$ cat config.mk
export PLATFORM = sky130hd
export DESIGN_NAME = uart_irq_ident
export DESIGN_NICKNAME = d
export VERILOG_FILES = /design/src/rtl/uart_irq_pkg.sv /design/src/rtl/uart_irq_timeout.sv /design/src/rtl/uart_irq_prio.sv /design/src/rtl/uart_irq_ident.sv
export SDC_FILE = /design/constraint.sdc
export NUM_CORES = 1
export LEC_CHECK = 0
export ABC_AREA = 1
export BUFFER_PORTS_ARGS = -buffer_cell sky130_fd_sc_hd__buf_4
export CORE_MARGIN = 8
export CORE_UTILIZATION = 45
export DETAILED_ROUTE_END_ITERATION = 10
export PLACE_DENSITY = 0.76
export SLEW_MARGIN = 5
export SYNTH_ARGS = -nofsm -noshare
export SYNTH_HDL_FRONTEND = slang
export SYNTH_SLANG_ARGS = --single-unit
$ cat constraint.sdc
create_clock -name clk -period 2.05 [get_ports clk]
set_clock_uncertainty 0.05 [all_clocks]
set_input_delay 0.205 -clock clk [delete_from_list [all_inputs] [get_ports clk]]
set_output_delay 0.205 -clock clk [all_outputs]
set_load 0.02 [all_outputs]
$ cat src/rtl/uart_irq_pkg.sv
package uart_irq_pkg;

    typedef struct packed {
        logic ls;
        logic rda;
        logic cto;
        logic te;
        logic ms;
    } irq_pend_t;

    localparam logic [2:0] ID_LS  = 3'b011;
    localparam logic [2:0] ID_RDA = 3'b010;
    localparam logic [2:0] ID_CTO = 3'b110;
    localparam logic [2:0] ID_TE  = 3'b001;
    localparam logic [2:0] ID_MS  = 3'b000;

    localparam int EN_RX = 0;
    localparam int EN_TX = 1;
    localparam int EN_LS = 2;
    localparam int EN_MS = 3;
    localparam int EN_W  = 4;

endpackage

$ cat src/rtl/uart_irq_timeout.sv
module uart_irq_timeout #(
    parameter int TO_TICKS = 4
) (
    input  logic clk,
    input  logic rst_n,
    input  logic enable,
    input  logic nonempty,
    input  logic push,
    input  logic pop,
    input  logic tick,
    output logic hit_d
);
    localparam int CNT_W = $clog2(TO_TICKS + 1);
    localparam logic [CNT_W-1:0] LIMIT = CNT_W'(TO_TICKS);

    logic [CNT_W-1:0] cnt_d, cnt_q;

    always_comb begin
        cnt_d = cnt_q;
        if (!enable || !nonempty || push || pop) begin
            cnt_d = '0;
        end else if (tick && cnt_q != LIMIT) begin
            cnt_d = cnt_q + 1'b1;
        end
        hit_d = (cnt_d == LIMIT);
    end

    always_ff @(posedge clk or negedge rst_n) begin
        if (!rst_n) cnt_q <= '0;
        else        cnt_q <= cnt_d;
    end
endmodule

$ cat src/rtl/uart_irq_prio.sv
module uart_irq_prio
    import uart_irq_pkg::*;
(
    input  irq_pend_t       pend,
    input  logic [EN_W-1:0] en,
    input  logic            fifo_en,
    output logic [7:0]      id_byte,
    output logic            any
);
    irq_pend_t live;
    logic [2:0] code;

    always_comb begin
        live.ls  = pend.ls  & en[EN_LS];
        live.rda = pend.rda & en[EN_RX];
        live.cto = pend.cto & en[EN_RX] & fifo_en;
        live.te  = pend.te  & en[EN_TX];
        live.ms  = pend.ms  & en[EN_MS];
        any = |live;

        if (live.ls)       code = ID_LS;
        else if (live.rda) code = ID_RDA;
        else if (live.cto) code = ID_CTO;
        else if (live.te)  code = ID_TE;
        else               code = ID_MS;

        id_byte = {fifo_en, fifo_en, 2'b00, code, ~any};
    end
endmodule

$ cat src/rtl/uart_irq_ident.sv
module uart_irq_ident
    import uart_irq_pkg::*;
#(
    parameter int TO_TICKS = 4,
    parameter int LS_W     = 4,
    parameter int MS_W     = 4
) (
    input  logic            clk,
    input  logic            rst_n,
    input  logic            fifo_en,
    input  logic [EN_W-1:0] irq_en,
    input  logic [LS_W-1:0] lsr_evt,
    input  logic            lsr_rd,
    input  logic            rx_avail,
    input  logic            rx_trig,
    input  logic            rx_nonempty,
    input  logic            rx_push,
    input  logic            rx_pop,
    input  logic            char_tick,
    input  logic            thr_empty,
    input  logic            thr_wr,
    input  logic [MS_W-1:0] msr_evt,
    input  logic            msr_rd,
    input  logic            iir_rd,
    output logic [7:0]      iir,
    output logic            irq,
    output logic            thre_ack
);
    localparam logic [3:0] TE_SHOWN = {ID_TE, 1'b0};

    typedef struct packed {
        logic       thr_prev;
        logic       rd_prev;
        logic       irq;
        logic [7:0] iir;
    } ctl_t;

    irq_pend_t pend_d, pend_q;
    ctl_t      ctl_d, ctl_q;
    logic      cto_hit;
    logic [7:0] live_iir;
    logic      live_any;

    uart_irq_timeout #(.TO_TICKS(TO_TICKS)) u_tmo (
        .clk      (clk),
        .rst_n    (rst_n),
        .enable   (fifo_en),
        .nonempty (rx_nonempty),
        .push     (rx_push),
        .pop      (rx_pop),
        .tick     (char_tick),
        .hit_d    (cto_hit)
    );

    uart_irq_prio u_prio (
        .pend    (pend_d),
        .en      (irq_en),
        .fifo_en (fifo_en),
        .id_byte (live_iir),
        .any     (live_any)
    );

    assign thre_ack = iir_rd && !ctl_q.rd_prev && (ctl_q.iir[3:0] == TE_SHOWN);

    // Next pending state of every source.
    always_comb begin
        pend_d     = pend_q;
        pend_d.ls  = (|lsr_evt) | (pend_q.ls & ~lsr_rd);
        pend_d.rda = fifo_en ? rx_trig : rx_avail;
        pend_d.cto = cto_hit;
        pend_d.te  = (thr_empty & ~ctl_q.thr_prev)
                   | (pend_q.te & ~(thr_wr | thre_ack));
        pend_d.ms  = (|msr_evt) | (pend_q.ms & ~msr_rd);
    end

    // Visible register, frozen for the duration of a read.
    always_comb begin
        ctl_d          = ctl_q;
        ctl_d.thr_prev = thr_empty;
        ctl_d.rd_prev  = iir_rd;
        ctl_d.irq      = live_any;
        ctl_d.iir      = iir_rd ? ctl_q.iir : live_iir;
    end

    always_ff @(posedge clk or negedge rst_n) begin
        if (!rst_n) begin
            pend_q <= '0;
            ctl_q  <= '{thr_prev: 1'b0, rd_prev: 1'b0, irq: 1'b0, iir: 8'h01};
        end else begin
            pend_q <= pend_d;
            ctl_q  <= ctl_d;
        end
    end

    assign iir = ctl_q.iir;
    assign irq = ctl_q.irq;
endmodule

Word-level counts from Yosys, hierarchy flattened
Cells that the tools add are included.
{"block": "word_totals", "out_inout_bits": 10, "word_cells": 50, "inputBits": 26, "regBits": 14}
{"block": "classes", "muxes": 7, "bitwise_logic": 19, "eq_ne": 3, "reduce_logical": 12, "addsub": 1}
{"op": "$mux W3", "count": 5}
{"op": "$and A1 B1 Y1", "count": 10}
{"op": "$reduce_or A4 Y1", "count": 2}
{"op": "$not A1 Y1", "count": 5}
{"op": "$reduce_or A5 Y1", "count": 1}
{"op": "$eq A4 B2 Y1 const B", "count": 1}
{"op": "$or A1 B1 Y1", "count": 4}
{"op": "$add A3 B1 Y3 const B", "count": 1}
{"op": "$eq A3 B3 Y1 const B", "count": 1}
{"op": "$logic_and A1 B1 Y1", "count": 3}
{"op": "$logic_not A1 Y1", "count": 3}
{"op": "$logic_or A1 B1 Y1", "count": 3}
{"op": "$ne A3 B3 Y1 const B", "count": 1}
{"op": "$mux W1", "count": 2}

Longest topological paths before layout
{"block": "depth", "ltp_word": 12, "mapped_depth": 12, "ltp_nobuf": 12}

By module
A second synthesis with hierarchy kept.
{"block": "unflattened", "hier_cells": 117, "hier_area_um2": 952.2}
{"mod": "uart_irq_ident", "seq_area_each_um2": 351.6, "n_inst": 1, "area_each_um2": 623.1, "cells_per_inst": 67}
{"mod": "uart_irq_timeout", "seq_area_each_um2": 75.1, "n_inst": 1, "area_each_um2": 214.0, "cells_per_inst": 30}
{"mod": "uart_irq_prio", "seq_area_each_um2": 0.0, "n_inst": 1, "area_each_um2": 115.1, "cells_per_inst": 20}

Worst setup path before layout
Ideal clock, no wire load.
{"block": "synth_timing", "path_kind": "register -> register", "from": "reg u_tmo.cnt_q[0]", "to": "reg ctl_q (netlist bit iir[1])", "path_slack_ns": 0.632, "period_less_slack_ns": 1.418, "arrival_time_ns": 1.244, "n_path_buf": 0, "path_stages_with_launch": 11, "setup_time_ns": 0.124, "required_ns": 1.876, "cell_sequence": "dfrtp_1 > inv_1 > ha_1 > inv_1 > nand3_1 > nand3_2 > nand3_2 > nor2_2 > nor2_4 > nand2_1 > a21oi_2"}
{"block": "synth_via", "elab_chain_len": 10, "word_cells_on_any_way": 11, "classes_between": "add/sub: 1; eq/ne: 2; mux: 5; bitwise: 2; reduce/logical: 1"}
{"element": "start, declared", "line": "uart_irq_timeout.sv:16", "source": "logic [CNT_W-1:0] cnt_d, cnt_q;"}
{"element": "start signal, assigned", "line": "uart_irq_timeout.sv:30", "source": "else cnt_q <= cnt_d;"}
{"element": "parallel branches: the longest is 2 deep, another holds $add A3 B1 Y3"}
{"element": "$mux W3 (*)", "line": "uart_irq_timeout.sv:22", "source": "end else if (tick && cnt_q != LIMIT) begin"}
{"element": "$mux W3 (*)", "line": "uart_irq_timeout.sv:20", "source": "if (!enable || !nonempty || push || pop) begin"}
{"element": "$eq A3 B3 Y1 (*)", "line": "uart_irq_timeout.sv:25", "source": "hit_d = (cnt_d == LIMIT);"}
{"element": "$and A1 B1 Y1 (*) (2 in a row)", "line": "uart_irq_prio.sv:16", "source": "live.cto = pend.cto & en[EN_RX] & fifo_en;"}
{"element": "$mux W3 (*)", "line": "uart_irq_prio.sv:23", "source": "else if (live.cto) code = ID_CTO;"}
{"element": "$mux W3 (*)", "line": "uart_irq_prio.sv:22", "source": "else if (live.rda) code = ID_RDA;"}
{"element": "$mux W3 (*)", "line": "uart_irq_prio.sv:21", "source": "if (live.ls) code = ID_LS;"}
{"element": "end signal, assigned", "line": "uart_irq_ident.sv:88", "source": "ctl_q <= '{thr_prev: 1'b0, rd_prev: 1'b0, irq: 1'b0, iir: 8'h01};"}
{"element": "end signal, assigned", "line": "uart_irq_ident.sv:91", "source": "ctl_q <= ctl_d;"}
{"element": "end, declared", "line": "uart_irq_ident.sv:39", "source": "ctl_t ctl_d, ctl_q;"}
Mark *: on every way between the ends.
A chain may end at the register's enable or synchronous reset.

Worst setup path in the final report
{"block": "layout_timing", "from": "reg u_tmo.cnt_q[0]", "to": "reg ctl_q (netlist bit iir[2])"}
The elaborated chain is that of the path after synthesis.

==> impl_metrics.env <==
export IMPL_outcome="finished, final reports clean"
export IMPL_root_buffer="clkbuf_4"
export IMPL_clockBufferDepth=2
export IMPL_fillCellCount=153
export IMPL_cts_tree="built"
export IMPL_drtIter0Drc=7
export IMPL_num_nets_final=159
export IMPL_grt_overflow_total=0
export IMPL_path_class="register to register"
export IMPL_total_power_uw=644
export IMPL_arrival_ns=1.69
export IMPL_r2r_start="u_tmo.cnt_q[0]$_DFF_PN0_"
export IMPL_stdcell_count=155
export IMPL_min_path_cells=1
export IMPL_cp_start_kind="register"
export IMPL_rows=15
export IMPL_yosys_warnings=0
export IMPL_drive_above_1_share_pct=40.8
export IMPL_critPathMaxFanout=4
export IMPL_wirelength_um=1970
export IMPL_cts_buffers=3
export IMPL_finalHoldViolations=0
export IMPL_layout_common_cells="33 x buf_4, 18 x nand2_1, 17 x inv_1"
export IMPL_fin_area_um2=1100
export IMPL_timing_setup_tns_ns=0
export IMPL_dp_cells=149
export IMPL_fin_crit_sh_pct=75.8
export IMPL_worstHoldStart="iir_rd"
export IMPL_drv_cap=0
export IMPL_power_density_nw_per_um2=584
export IMPL_io_buffers=33
export IMPL_synth_area_top_cells="dfrtp_1 40%, nand2_1 8.2%, inv_1 7.8%"
export IMPL_post_drt_wl_per_cell_um=12.7
export IMPL_syn_area_per_cell_um2=8.40
export IMPL_slew_viol_final=0
export IMPL_ant_nets=0
export IMPL_rsz0062_at_grt="false"
export IMPL_grt_pass1_vias=765
export IMPL_p_leak_nw=0.610
export IMPL_fmax_ghz=0.643
export IMPL_period_needed_ns=1.55
export IMPL_place_area_um2=1050
export IMPL_startpoint="u_tmo.cnt_q[0]$_DFF_PN0_"
export IMPL_die_h_um=58.8
export IMPL_layout_cells_most_common="buf_4"
export IMPL_synth_distinct_cells=25
export IMPL_grt_max_degree=15
export IMPL_h_tree_depth=1
export IMPL_die_area_um2=3450
export IMPL_end_kind="register"
export IMPL_rr_worst_depth=12
export IMPL_numClockSinks=14
export IMPL_die_x_um=58.8
export IMPL_path_clk_slew_ns=0.09
export IMPL_drc=0
export IMPL_place_hpwl_um=1610
export IMPL_hold_class="input port to register"
export IMPL_synth_top_area_share_pct=39.5
export IMPL_io_pins=36
export IMPL_viasPerCell=4.68
export IMPL_diodes=0
export IMPL_ir_drop_mv=0.322
export IMPL_synthCells=98
export IMPL_dr_total_vias=726
export IMPL_core_area_um2=1730
export IMPL_ys_seq_area_share_pct=42.7
export IMPL_drt_pass1_iter_count=4
export IMPL_gp_congestion=0.777
export IMPL_clk_latency_ns=0.28
export IMPL_post_cts_resized=0
export IMPL_synth_top_cell_by_area="dfrtp_1"
export IMPL_synth_seq_cells=14
export IMPL_synthesis_area_um2=823
export IMPL_initial_core_util_pct=47.7
export IMPL_grt_pass1_wl_um=3220
export IMPL_antenna_found_initial=0
export IMPL_grt_use_total_pct=12.2
export IMPL_required_ns=2.18
export IMPL_syn2layout_area_growth_pct=33.9
export IMPL_setup_viol=0
==> sequential cells by signal, indices dropped and copies added, names as in the netlist <==
| register | cells |
|---|---|
| irq | 1 |
| ctl_q | 2 |
| u_tmo.cnt_q | 3 |
| pend_q | 3 |
| iir | 5 |
==> final timing paths <==
kind                                 endpoint  slack, ns
setup / recovery           iir[2]$_DFFE_PN0N_       0.50
hold / removal             ctl_q[9]$_DFF_PN0_       0.04
setup reg to reg           iir[2]$_DFFE_PN0N_       0.50
hold reg to reg            iir[0]$_DFFE_PN1N_       0.43
max in group asynchronous  iir[0]$_DFFE_PN1N_       1.45
min in group asynchronous  iir[6]$_DFFE_PN0N_       0.26
==> critical path, stage by stage, from the launching register on <==
cell	delay, ns
dfrtp_1	0.38
inv_1	0.07
ha_1	0.21
nand2_2	0.11
nand2_4	0.06
nand2_1	0.09
nand3_2	0.09
nand3_2	0.08
nor2_2	0.05
nor2_4	0.10
nand2_1	0.06
nand2_1	0.05
nand2_1	0.05
==> final cells by class <==
cell class / instances / area (µm²) / share of cell area [%]
Multi-Input combinational cell: 59 / 348 / 31.6
Inverter: 18 / 67.6 / 6.13
Clock buffer: 4 / 36.3 / 3.29
Tap cell: 25 / 31.3 / 2.84
Sequential cell: 14 / 352 / 31.9
Timing Repair Buffer: 35 / 268 / 24.3
==> kinds of logic after synthesis <==
logic type | Yosys count | synth area share (%)
buf+inv | 26 | 15.5
fa+ha+maj | 2 | 3.04
flops | 14 | 42.7
xor+xnor | 1 | 1.06
other cells | 1 | 0.455
simple gates | 47 | 31.5
compound gates | 7 | 5.77
==> Yosys cell counts <==
library cell and number:
nand2_1 18, nor2_4 4, inv_2 1, nand2_4 1, nor2_1 8, nand2_2 3, nand3_2 3, o211ai_1 1
nand3_1 6, buf_4 8, a21oi_1 1, o21ai_1 1, dfstp_2 1, xnor2_1 1, a21oi_2 1, inv_1 17
ha_1 2, o21ai_0 2, nand4_1 1, nor2_2 1, a21boi_2 1, nand3b_1 1, nor4_1 1, dfrtp_1 13
conb_1 1
==> metal layers <==
| layer | track usage, % | up-vias | share of wire [%] |
|---|---|---|---|
| li1 | - | 355 | - |
| met3 | 3.70 | 7 | 8.5 |
| met2 | 22.3 | 34 | 53 |
| met5 | 0 | - | 0 |
| met4 | 8.19 | 0 | 3.4 |
| met1 | 11.3 | 330 | 35 |
==> power breakdown <==
part	total [mW]	switching [mW]	leakage, nW	internal [mW]
clock network	0.203	0.0946	0.0210	0.108
registers	0.299	0.00814	0.164	0.291
logic	0.142	0.0729	0.425	0.0689
==> what timing repair did <==
action	4_1_cts	5_1_grt
endpoints found under the hold margin	15	0
hold buffers	2	0
buffers inserted	0	0
==> metrics by stage <==
| stage | hold WS, ns | util, % | setup slack (ns) |
|---|---|---|---|
| global placement | 0.0113 | 60.6 | 0.595 |
| CTS | 0.0360 | 63.8 | 0.485 |
| finish | 0.0396 | 63.8 | 0.495 |
| global route | 0.0352 | 63.8 | 0.357 |
| detailed placement | 0.0147 | 60.6 | 0.519 |
| floorplan | -0.141 | - | 0.632 |
Power figures use the tool's default switching activity.
